### src/rtl/tmo_pkg.sv
package tmo_pkg;

   localparam int PAL_SEL_BITS = 2;
   localparam int PAL_PHASES   = 1 << PAL_SEL_BITS;

   typedef struct packed {
      logic [PAL_PHASES-1:0] pal_bank;
      logic                  blank_hi;
      logic                  blank_lo;
      logic                  tone_en;
   } ovl_ctrl_t;

endpackage

### src/rtl/tmo_addr_gen.sv
module tmo_addr_gen #(
   parameter int COL_BITS = 5,
   parameter int ROW_BITS = 5,
   parameter int PIX_BITS = 3
) (
   input  logic [COL_BITS+PIX_BITS-1:0] h_count,
   input  logic [ROW_BITS-1:0]          v_row,
   output logic [ROW_BITS+COL_BITS:0]   vram_addr
);

   localparam int H_W = COL_BITS + PIX_BITS;

   logic [COL_BITS-1:0] col;
   logic [PIX_BITS-1:0] phase;
   logic                attr_sel;

   assign col       = h_count[H_W-1:PIX_BITS];
   assign phase     = h_count[PIX_BITS-1:0];
   assign attr_sel  = (phase != '0);
   assign vram_addr = {attr_sel, v_row, col};

endmodule

### src/rtl/tmo_fetch_pipe.sv
module tmo_fetch_pipe #(
   parameter int DATA_W   = 8,
   parameter int PIX_BITS = 3
) (
   input  logic                clk,
   input  logic                rst_n,
   input  logic [PIX_BITS-1:0] phase,
   input  logic [DATA_W-1:0]   vram_rdata,
   output logic [DATA_W-1:0]   tile_index,
   output logic [DATA_W-1:0]   tile_attr
);

   localparam logic [PIX_BITS-1:0] PH_IDX_BACK  = PIX_BITS'(1);
   localparam logic [PIX_BITS-1:0] PH_ATTR_BACK = PIX_BITS'(2);

   logic [DATA_W-1:0] idx_hold;

   always_ff @(posedge clk or negedge rst_n) begin
      if (!rst_n) begin
         idx_hold   <= '0;
         tile_index <= '0;
         tile_attr  <= '0;
      end else begin
         if (phase == PH_IDX_BACK) begin
            idx_hold <= vram_rdata;
         end
         if (phase == PH_ATTR_BACK) begin
            tile_index <= idx_hold;
            tile_attr  <= vram_rdata;
         end
      end
   end

endmodule

### src/rtl/tmo_mix.sv
module tmo_mix
   import tmo_pkg::*;
(
   input  logic                    clk,
   input  logic                    rst_n,
   input  logic                    wr_en,
   input  logic [7:1]              wdata,
   input  logic [PAL_SEL_BITS-1:0] hphase,
   input  logic                    v_tap,
   output logic                    pal_a7,
   output logic                    pal_a8,
   output logic                    ld_suppress,
   output logic                    audio_out
);

   ovl_ctrl_t            ctrl_q;
   logic [PAL_PHASES-1:0] bank_hit;

   always_ff @(posedge clk or negedge rst_n) begin
      if (!rst_n) begin
         ctrl_q <= '0;
      end else if (wr_en) begin
         ctrl_q <= ovl_ctrl_t'(wdata);
      end
   end

   for (genvar g = 0; g < PAL_PHASES; g++) begin : g_bank
      assign bank_hit[g] = (hphase == PAL_SEL_BITS'(g)) & ctrl_q.pal_bank[g];
   end

   assign pal_a8      = |bank_hit;
   assign pal_a7      = ctrl_q.blank_hi;
   assign ld_suppress = ctrl_q.blank_hi | ctrl_q.blank_lo;
   assign audio_out   = ctrl_q.tone_en & v_tap;

endmodule

### src/rtl/tmo_overlay_top.sv
module tmo_overlay_top #(
   parameter int COL_BITS   = 5,
   parameter int ROW_BITS   = 5,
   parameter int PIX_BITS   = 3,
   parameter int DATA_W     = 8,
   parameter int AUDIO_VBIT = 3
) (
   input  logic                          clk,
   input  logic                          rst_n,
   input  logic [COL_BITS+PIX_BITS-1:0]  h_count,
   input  logic [ROW_BITS-1:0]           v_count_hi,
   output logic [ROW_BITS+COL_BITS:0]    vram_addr,
   input  logic [DATA_W-1:0]             vram_rdata,
   input  logic                          ctrl_wr_en,
   input  logic [7:1]                    ctrl_wdata,
   output logic [DATA_W-1:0]             tile_index,
   output logic [DATA_W-1:0]             tile_attr,
   output logic                          pal_a7,
   output logic                          pal_a8,
   output logic                          ld_suppress,
   output logic                          audio_out
);

   localparam int SEL_BITS = tmo_pkg::PAL_SEL_BITS;
   localparam int TAP_IDX  = AUDIO_VBIT - PIX_BITS;

   if (PIX_BITS < SEL_BITS) begin : g_chk_pix
      $error("tmo_overlay_top: PIX_BITS must cover the palette phase bits");
   end
   if (PIX_BITS < 2) begin : g_chk_phase
      $error("tmo_overlay_top: at least four phases per tile are needed");
   end
   if (TAP_IDX < 0 || TAP_IDX >= ROW_BITS) begin : g_chk_tap
      $error("tmo_overlay_top: AUDIO_VBIT outside the tile-row counter bits");
   end
   if (COL_BITS < 1 || ROW_BITS < 1 || DATA_W < 1) begin : g_chk_dims
      $error("tmo_overlay_top: grid and data widths must be positive");
   end

   tmo_addr_gen #(
      .COL_BITS (COL_BITS),
      .ROW_BITS (ROW_BITS),
      .PIX_BITS (PIX_BITS)
   ) i_addr_gen (
      .h_count   (h_count),
      .v_row     (v_count_hi),
      .vram_addr (vram_addr)
   );

   tmo_fetch_pipe #(
      .DATA_W   (DATA_W),
      .PIX_BITS (PIX_BITS)
   ) i_fetch_pipe (
      .clk        (clk),
      .rst_n      (rst_n),
      .phase      (h_count[PIX_BITS-1:0]),
      .vram_rdata (vram_rdata),
      .tile_index (tile_index),
      .tile_attr  (tile_attr)
   );

   tmo_mix i_mix (
      .clk         (clk),
      .rst_n       (rst_n),
      .wr_en       (ctrl_wr_en),
      .wdata       (ctrl_wdata),
      .hphase      (h_count[SEL_BITS-1:0]),
      .v_tap       (v_count_hi[TAP_IDX]),
      .pal_a7      (pal_a7),
      .pal_a8      (pal_a8),
      .ld_suppress (ld_suppress),
      .audio_out   (audio_out)
   );

endmodule

### config.mk
export PLATFORM = sky130hd
export DESIGN_NAME = tmo_overlay_top
export DESIGN_NICKNAME = d
export VERILOG_FILES = /design/src/rtl/tmo_pkg.sv /design/src/rtl/tmo_addr_gen.sv /design/src/rtl/tmo_fetch_pipe.sv /design/src/rtl/tmo_mix.sv /design/src/rtl/tmo_overlay_top.sv
export SDC_FILE = /design/constraint.sdc
export NUM_CORES = 1
export LEC_CHECK = 0
export ABC_AREA = 1
export BUFFER_PORTS_ARGS = -buffer_cell sky130_fd_sc_hd__buf_4
export CORE_UTILIZATION = 48
export CTS_BUF_LIST = sky130_fd_sc_hd__clkbuf_8
export CTS_CLUSTER_DIAMETER = 120
export DETAILED_ROUTE_END_ITERATION = 10
export HOLD_SLACK_MARGIN = 0.05
export PLACE_DENSITY_LB_ADDON = 0.15
export SLEW_MARGIN = 20
export SYNTH_ARGS = -nofsm -noshare
export SYNTH_HDL_FRONTEND = slang
export SYNTH_SLANG_ARGS = --single-unit
### constraint.sdc
create_clock -name clk -period 1.1 [get_ports clk]
set_input_delay 0.22 -clock clk [delete_from_list [all_inputs] [get_ports clk]]
set_output_delay 0.22 -clock clk [all_outputs]
set_load 0.02 [all_outputs]
; Word-level counts from Yosys, hierarchy flattened
; Cells that the tools add are included.
[word_totals]
register_bits = 31
latchBits = 0
ramBits = 0
mem_bits_ro = 0
in_bits = 31
output_inout_bits = 31
word_cells = 21
mem_count = 0
[op_classes]
n_addsub = 0
mul = 0
div_mod_pow = 0
n_lt_le_gt_ge = 0
n_eq_ne = 5
shifts = 0
muxes = 0
bitwise = 6
n_reduce_logical = 3
[op_table]
columns = cell, n
row1 = bitwise AND 1 bit, 5
row2 = "== test 2 bit, second input constant", 2
row3 = OR reduction 4 bit, 1
row4 = "== test 3 x 1 -> 1 bit, second input constant", 1
row5 = "== test 3 x 2 -> 1 bit, second input constant", 1
row6 = nonzero test 3 bit, 1
row7 = "== test 2 x 1 -> 1 bit, second input constant", 1
row8 = logical NOT 2 bit, 1
row9 = OR 1 bit, 1

; Logic depth before layout (Yosys ltp)
; Gate-level depths: netlist of run 1.
[depth]
ltp_word = 3
depth_mapped = 6

; Modules after synthesis
; Synthesis of run 1 repeated with hierarchy kept, for this count alone.
[unflattened]
hier_cells = 163
area_unflattened_um2 = 1456.4
[by_module_without_submodules]
columns = mod, instances, cells_per_inst, area_each_um2, seq_area_each_um2
row1 = tmo_fetch_pipe, 1, 108, 1029.7, 600.6
row2 = tmo_mix, 1, 41, 332.8, 175.2
row3 = tmo_addr_gen, 1, 14, 93.8, 0.0

; Worst setup path before layout of run 1
; No wires, ideal clock.
[synth_timing]
path_type = input port to output port
startpoint = input h_count[1]
endpoint = output pal_a8
t_arrival_ps = 776
required_ps = 880
path_slack_ps = 104
path_stages = 6
path_cell_list = buf_4 -> nor2_1 -> nand2_1 -> nand2_1 -> inv_1 -> nand2_1
[synth_between]
elab_chain_cells = 3
[synth_lines]
columns = item, line
row1 = start: declaration, tmo_overlay_top.sv:10  ; input logic [COL_BITS+PIX_BITS-1:0] h_count,
row2 = == test 2 x 1 -> 1 bit (tied with other cells), tmo_mix.sv:28  ; assign bank_hit[g] = (hphase == PAL_SEL_BITS'(g)) & ctrl_q.pal_bank[g];
row3 = bitwise AND 1 bit, tmo_mix.sv:28
row4 = OR reduction 4 bit *, tmo_mix.sv:31  ; assign pal_a8 = |bank_hit;
row5 = end: declaration, tmo_overlay_top.sv:19  ; output logic pal_a8,
; Mark *: on every way between the ends. The rest lies on a longest branch, timed or not.

; Worst setup path in the final report of run 1
[layout_timing]
startpoint = register i_mix.ctrl_q[4] (netlist bit)
endpoint = output pal_a8
[layout_between]
elab_chain_cells = 2
[layout_lines]
columns = item, line
row1 = start: declaration, tmo_mix.sv:16  ; ovl_ctrl_t ctrl_q;
row2 = start signal: assignment, tmo_mix.sv:23  ; ctrl_q <= ovl_ctrl_t'(wdata);
row3 = bitwise AND 1 bit, tmo_mix.sv:28
row4 = OR reduction 4 bit, tmo_mix.sv:31
; Every way passes these cells.

==> reports/qor.yml, run 1 <==
outcome:
  status: "finished, violations left"
  violations: "negative setup slack"
synthesis:
  netlist.area_leader.share: 0.546
  synth-edff-count: 0
  avgSynthCellArea_sq_um: 8.82
  synth_compound_area_frac: 0.0247
  syn-cell-area_sq_um: 1420
  synth_fa_ha_area_frac: 0
  yosys_warnings: 0
  muxShareOfSynthArea: 0
  syn_nets: 192
  synthTopCellsByCount: "nand2_1 (63), dfrtp_1 (31), nand4_1 (24)"
  synth_area_leaders: "dfrtp_1 (55%), nand2_1 (17%), nand4_1 (11%), buf_4 (7.4%), o21ai_0 (2.5%)"
  synth_top_family_by_area: "simple AND/OR/NAND/NOR gates"
  yosysMostFrequentCell: "nand2_1"
  synthXorXnorAreaFrac: 0
  ys_seq_area_frac: 0.546
  syn_inst: 161
  ys_types: 14
  yosys_most_used_dff: "dfrtp_1"
  async_flop_share: 1.00
  synth_top_area_cell: "dfrtp_1"
  synthSimpleGateAreaFrac: 0.301
  ys_ff_latch: 31
clock_network:
  htreeDepth: 2
  clk_pin_slew_ns: 0.06
  clock-root-buffer: "clkbuf_8"
  cts_tree: "yes"
  clock-sinks: 31
  clock_latency_ns: 0.28
  clk_path_buf_depth: 2
  cts_inserted_buffers: 5
power:
  power_uw: 2970
  seqPwrFrac: 0.474
  power_switching_uw: 909
  powerDensity_nw_per_um2: 1630
  combPwrFrac: 0.248
  ir_drop_mv: 1.41
  p_sw_frac: 0.306
  p_int_uw: 2060
  clockPowerShare: 0.278
  leakage_uw: 0.00101
worst_setup_path:
  arrival_ns: 1.02
  path_class: "flop to output port"
  reg2reg_depth: 4
  path_cells: "nand3_1 -> nand2_1 -> inv_1 -> nand2_1 -> buf_6"
  setup.worst_path.end_class: "output port"
  crit_fanout: 2
  slowest_delay_ns: 0.39
  startpoint_type: "flop"
  crit_path_start: "i_mix.ctrl_q[4]"
  path_common_cell: "nand2_1"
  slowest_stage: "dfrtp_1"
  reg2reg_from: "i_mix.ctrl_q[4]"
  crit_required_ns: 0.88
die:
  dieWidth_um: 56.4
  die_y_um: 56.4
  dieArea_sq_um: 3180
  row_count: 19
  coreArea_sq_um: 2780
  initial_core_util: 0.511
  ios: 62
sta:
  fin_crit_sh: 1.13
  final-setup-viol-count: 3
  finalClockSkew_ns: 0.00251
  tightest_slew_ns: 0.387
  holdWs_ns: 0.144
  final.setup.tns_ns: -0.182
  setup_ws_ns: -0.139
  slew_viol_final: 0
  min_period_ns: 1.24
  max_slew_margin: 0.742
  max_freq_mhz: 807
  rsz0062_at_grt: "yes"
  hold_violations: 0
grt:
  grt_max_degree: 32
  grt_pass1_wl_um: 4980
  grtUsageTotal: 0.211
  grt_pass1_vias: 1119
  antenna_found_initial: 0
  gr-total-overflow: 0
route:
  vias: 1210
  wl_um: 3000
  viasPerCell: 5.15
  avgRoutedWirePerCell_um: 12.8
  drt_iter0_drc: 18
  first_pass_iters: 4
  drcViolationCount: 0
  ant_nets: 0
final_layout:
  fin_area_sq_um: 1830
  drive_gt1_frac: 0.328
  nNetsFinal: 234
  diodes: 0
  area_growth_pct: 28.5
placement:
  post-place-ws_ns: 0.0513
  placed_cell_area_sq_um: 1700
  hpwl_um: 2150
  gp_congestion: 0.860
  port_buffers: 43
min_path:
  hold_start: "ctrl_wdata[7]"
  hold_depth: 3
  hold_class: "primary input to flop"
flow_run:
  cap_violations: 0
layout by cell type, fill, tap and decap left out:
| cell | count |
|---|---|
| clkinv_2 | 1 |
| buf_6 | 3 |
| nand2_1 | 62 |
| nand2_2 | 1 |
| dlygate4sd3_1 | 1 |
| nand3_4 | 1 |
| dfrtp_1 | 31 |
| inv_2 | 5 |
| inv_1 | 8 |
| nand3_1 | 2 |
| nor2_1 | 1 |
| clkinv_1 | 1 |
| buf_4 | 50 |
| nand3_2 | 1 |
| clkbuf_8 | 5 |
| o21ai_0 | 7 |
| nand4_1 | 24 |
timing repair:
action / CTS / global route
gates resized for setup: 4 / 3
pin swaps: 4 / 0
gates cloned: 0 / 0
buffers inserted: 1 / 2
hold buffers: 1 / 0
hold endpoints to repair: 31 / 0
endpoints found under the setup margin: 3 / 3
worst max-delay path, delay by kind of cell (launching register included):
family / cells / cell delay [ns]
simple gates: 3 / 0.18
buf+inv: 2 / 0.17
flops: 1 / 0.39
metrics by stage:
step	util	instances
after detailed placement	0.610	223
after floorplan	-	161
after global placement	0.610	223
final	0.656	235
after CTS	0.650	233
after global routing	0.656	235
final timing paths:
path                       slack, ns                   endpoint
min in group asynchronous       0.40  i_fetch_pipe.tile_attr[0]
hold reg to reg                 0.47  i_fetch_pipe.tile_attr[5]
hold / removal                  0.14            i_mix.ctrl_q[6]
max in group asynchronous       0.42   i_fetch_pipe.idx_hold[3]
setup / recovery               -0.14                     pal_a8
setup reg to reg                0.24            i_mix.ctrl_q[4]
layout make-up:
class	count	area (sq um)
clock buffers	5	68.8
clock inverters	3	12.5
fillers	249	956
inverters	12	45.0
multi-input cells	99	465
flip-flops and latches	31	776
well taps	31	38.8
repair buffers	54	419
cell families after synthesis:
logic type             after synthesis
buffers and inverters               31
DFF                                 31
AOI/OAI and AO/OA                    7
and+or+nand+nor                     92
sequential cells by signal (all words and copies together), names as in the netlist:
| signal | flops |
|---|---|
| i_fetch_pipe.idx_hold | 8 |
| i_mix.pal_a7 | 1 |
| i_fetch_pipe.tile_attr | 8 |
| i_mix.ctrl_q | 6 |
| i_fetch_pipe.tile_index | 8 |
routing by layer:
metal,GRT usage,vias up,wire length (um)
met5,0,-,0
met2,0.347,35,1520
met3,0.0783,8,146
li1,-,596,-
met1,0.249,571,1290
met4,0.0836,0,50
power groups by stage:
| stage | Sequential (uW) | Combinational [uW] | Clock (uW) |
|---|---|---|---|
| after floorplan | 1550 | 291 | 0 |
| after global placement | 1420 | 700 | 0 |
| final | 1410 | 736 | 827 |
| after global routing | 1430 | 806 | 913 |
| after detailed placement | 1430 | 713 | 0 |
| after CTS | 1410 | 731 | 851 |
Power figures use the tool's default switching activity.
==> run 2, diff against run 1 <==
- ABC_AREA: 1 -> unset
- CORE_UTILIZATION: 48 -> 47
==> reports/qor.yml, run 2 <==
outcome:
  status: "finished, violations left"
  violations: "negative setup slack"
die:
  die_y_um: 54.8
  dieArea_sq_um: 3000
  coreArea_sq_um: 2540
  dieWidth_um: 54.8
  initial_core_util: 0.515
  row_count: 18
  ios: 62
clock_network:
  cts_tree: "yes"
  htreeDepth: 2
  clock_latency_ns: 0.27
  clock-sinks: 31
  clock-root-buffer: "clkbuf_8"
  clk_path_buf_depth: 2
  clk_pin_slew_ns: 0.06
  cts_inserted_buffers: 5
power:
  leakage_uw: 0.000841
  power_switching_uw: 915
  p_sw_frac: 0.275
  ir_drop_mv: 1.53
  combPwrFrac: 0.288
  seqPwrFrac: 0.449
  p_int_uw: 2410
  powerDensity_nw_per_um2: 1860
  clockPowerShare: 0.263
worst_setup_path:
  crit_fanout: 2
  setup.worst_path.end_class: "output port"
  path_class: "flop to output port"
  startpoint_type: "flop"
  crit_path_start: "i_mix.ctrl_q[6]"
  r2r-end: "i_mix.pal_a7"
  cp-endpoint: "pal_a8"
  reg2reg_depth: 2
  reg2reg_from: "i_mix.pal_a7"
  crit_required_ns: 0.88
  r2r_slack_ns: 0.23
  arrival_ns: 1.26
grt:
  grt_use_met3: 0.0583
  antenna_found_initial: 0
  grt_max_degree: 32
  gr-total-overflow: 0
  grt_pass1_vias: 777
  grt_busiest_layer: "met2"
  grt_pass1_wl_um: 3500
  use_met1: 0.216
  grtUsageTotal: 0.175
  grt.met2_usage: 0.261
final_layout:
  drive_gt1_frac: 0.740
  diodes: 0
  layout_commonest_cell: "buf_4"
  area_growth_pct: 36.7
  nNetsFinal: 154
  top_regs: "i_fetch_pipe.idx_hold (8), i_fetch_pipe.tile_attr (8), i_fetch_pipe.tile_index (8)"
  layout_common_cells: "buf_4 (38), dfrtp_1 (31), mux2_2 (21)"
  final_util: 0.704
sta:
  slew_viol_final: 0
  tightest_slew_ns: 0.376
  max_freq_mhz: 676
  setup_ws_ns: -0.379
  finalClockSkew_ns: 0.00360
  min_period_ns: 1.48
  rsz0062_at_grt: "yes"
  fin_crit_sh: 1.34
  hold_violations: 0
  final-setup-viol-count: 4
  final.setup.tns_ns: -0.561
  max_slew_margin: 0.749
route:
  drcViolationCount: 0
  drt_iter0_drc: 2
  wl_um: 2200
  ant_nets: 0
  vias: 775
  avgRoutedWirePerCell_um: 14.4
  viasPerCell: 5.07
  first_pass_iters: 2
placement:
  post-place-ws_ns: -0.151
  gp_congestion: 0.691
  port_buffers: 43
  hpwl_um: 1480
synthesis:
  synth_top_area_cell: "dfrtp_1"
  syn-cell-area_sq_um: 1310
  avgSynthCellArea_sq_um: 16.2
  async_flop_share: 1.00
  synthTopCellsByCount: "dfrtp_1 (31), mux2_2 (31), buf_4 (11)"
  ys_ff_latch: 31
  netlist.area_leader.share: 0.592
  synth-edff-count: 0
  yosys_most_used_dff: "dfrtp_1"
  syn_nets: 112
  syn_inst: 81
  yosys_warnings: 0
  ys_types: 10
  synth_area_leaders: "dfrtp_1 (59%), mux2_2 (27%), buf_4 (6.3%), nor3b_4 (2.9%), mux4_1 (2.0%)"
  ys_seq_area_frac: 0.592
flow_run:
  cap_violations: 0
min_path:
  hold_class: "primary input to flop"
-- run 2: cell types whose count changed after synthesis, sizes merged, moves of 2 or more --
cell	delta
o21ai	-7
mux2	+31
inv	-11
buf	-7
nand4	-24
nor3b	+2
nand2	-63
nand3	-4
-- run 2: timing repair --
item / CTS / global route
endpoints found under the setup margin: 4 / 4
setup buffers: 1 / 1
hold endpoints to repair: 31 / 0
resized for setup: 9 / 1
pin swaps: 3 / 1
hold buffers: 1 / 0
-- run 2: metal layers --
| metal | wire length [um] | share of wire | vias to the layer above |
|---|---|---|---|
| met5 | 0 | 0 | - |
| met4 | 50 | 0.023 | 0 |
| met3 | 149 | 0.068 | 8 |
| met2 | 1040 | 0.47 | 36 |
| met1 | 960 | 0.44 | 377 |
| li1 | - | - | 354 |
-- run 2: cell families (layout without fill, tap and decap cells) --
logic type | count (synthesis) | after routing | share of synthesized area
flip-flops | 31 | 31 | 0.592
multiplexers | 32 | 32 | 0.287
AND/OR/NAND/NOR | 5 | 5 | 0.0439
buffers and inverters | 13 | 55 | 0.0774
-- run 2: worst min path at each step --
stage                   from                        end  slack [ns]  cells past startpoint
2_1_floorplan          rst_n   i_fetch_pipe.idx_hold[0]       -0.08                      0
4_1_cts        ctrl_wdata[1]            i_mix.ctrl_q[0]        0.17                      2
3_5_place_dp           rst_n  i_fetch_pipe.tile_attr[6]        0.17                      1
3_3_place_gp           rst_n            i_mix.ctrl_q[0]        0.16                      1
5_1_grt        ctrl_wdata[5]            i_mix.ctrl_q[4]        0.17                      2
6_report       ctrl_wdata[4]            i_mix.ctrl_q[3]        0.18                      2
-- run 2: area by class of cell --
type                            count  area, sq um
Clock buffer                        6         82.6
Multi-Input combinational cell     37          475
Clock inverter                      1         5.00
Sequential cell                    31          776
Tap cell                           30         37.5
Fill cell                         190          754
Timing Repair Buffer               48          414
-- run 2: through the flow --
stage	total power, uW	area, sq um	cells	hold slack, ns
final	3330	1790	153	0.177
after global routing	3510	1790	153	0.171
after CTS	3380	1780	152	0.168
after detailed placement	2440	1640	143	0.171
after global placement	2420	1640	143	0.165
after floorplan	2080	1340	81	-0.0756
-- run 2: critical path, cell delays in order, from the launching register on --
cell     delay, ns
dfrtp_1       0.37
mux4_2        0.47
buf_6         0.15
-- run 2: power by group through the flow --
stage / registers, uW / logic, uW / clock network [uW]
finish: 1500 / 958 / 876
global route: 1530 / 1030 / 948
CTS: 1500 / 962 / 917
detailed placement: 1510 / 930 / 0
global placement: 1510 / 911 / 0
floorplan: 1690 / 390 / 0
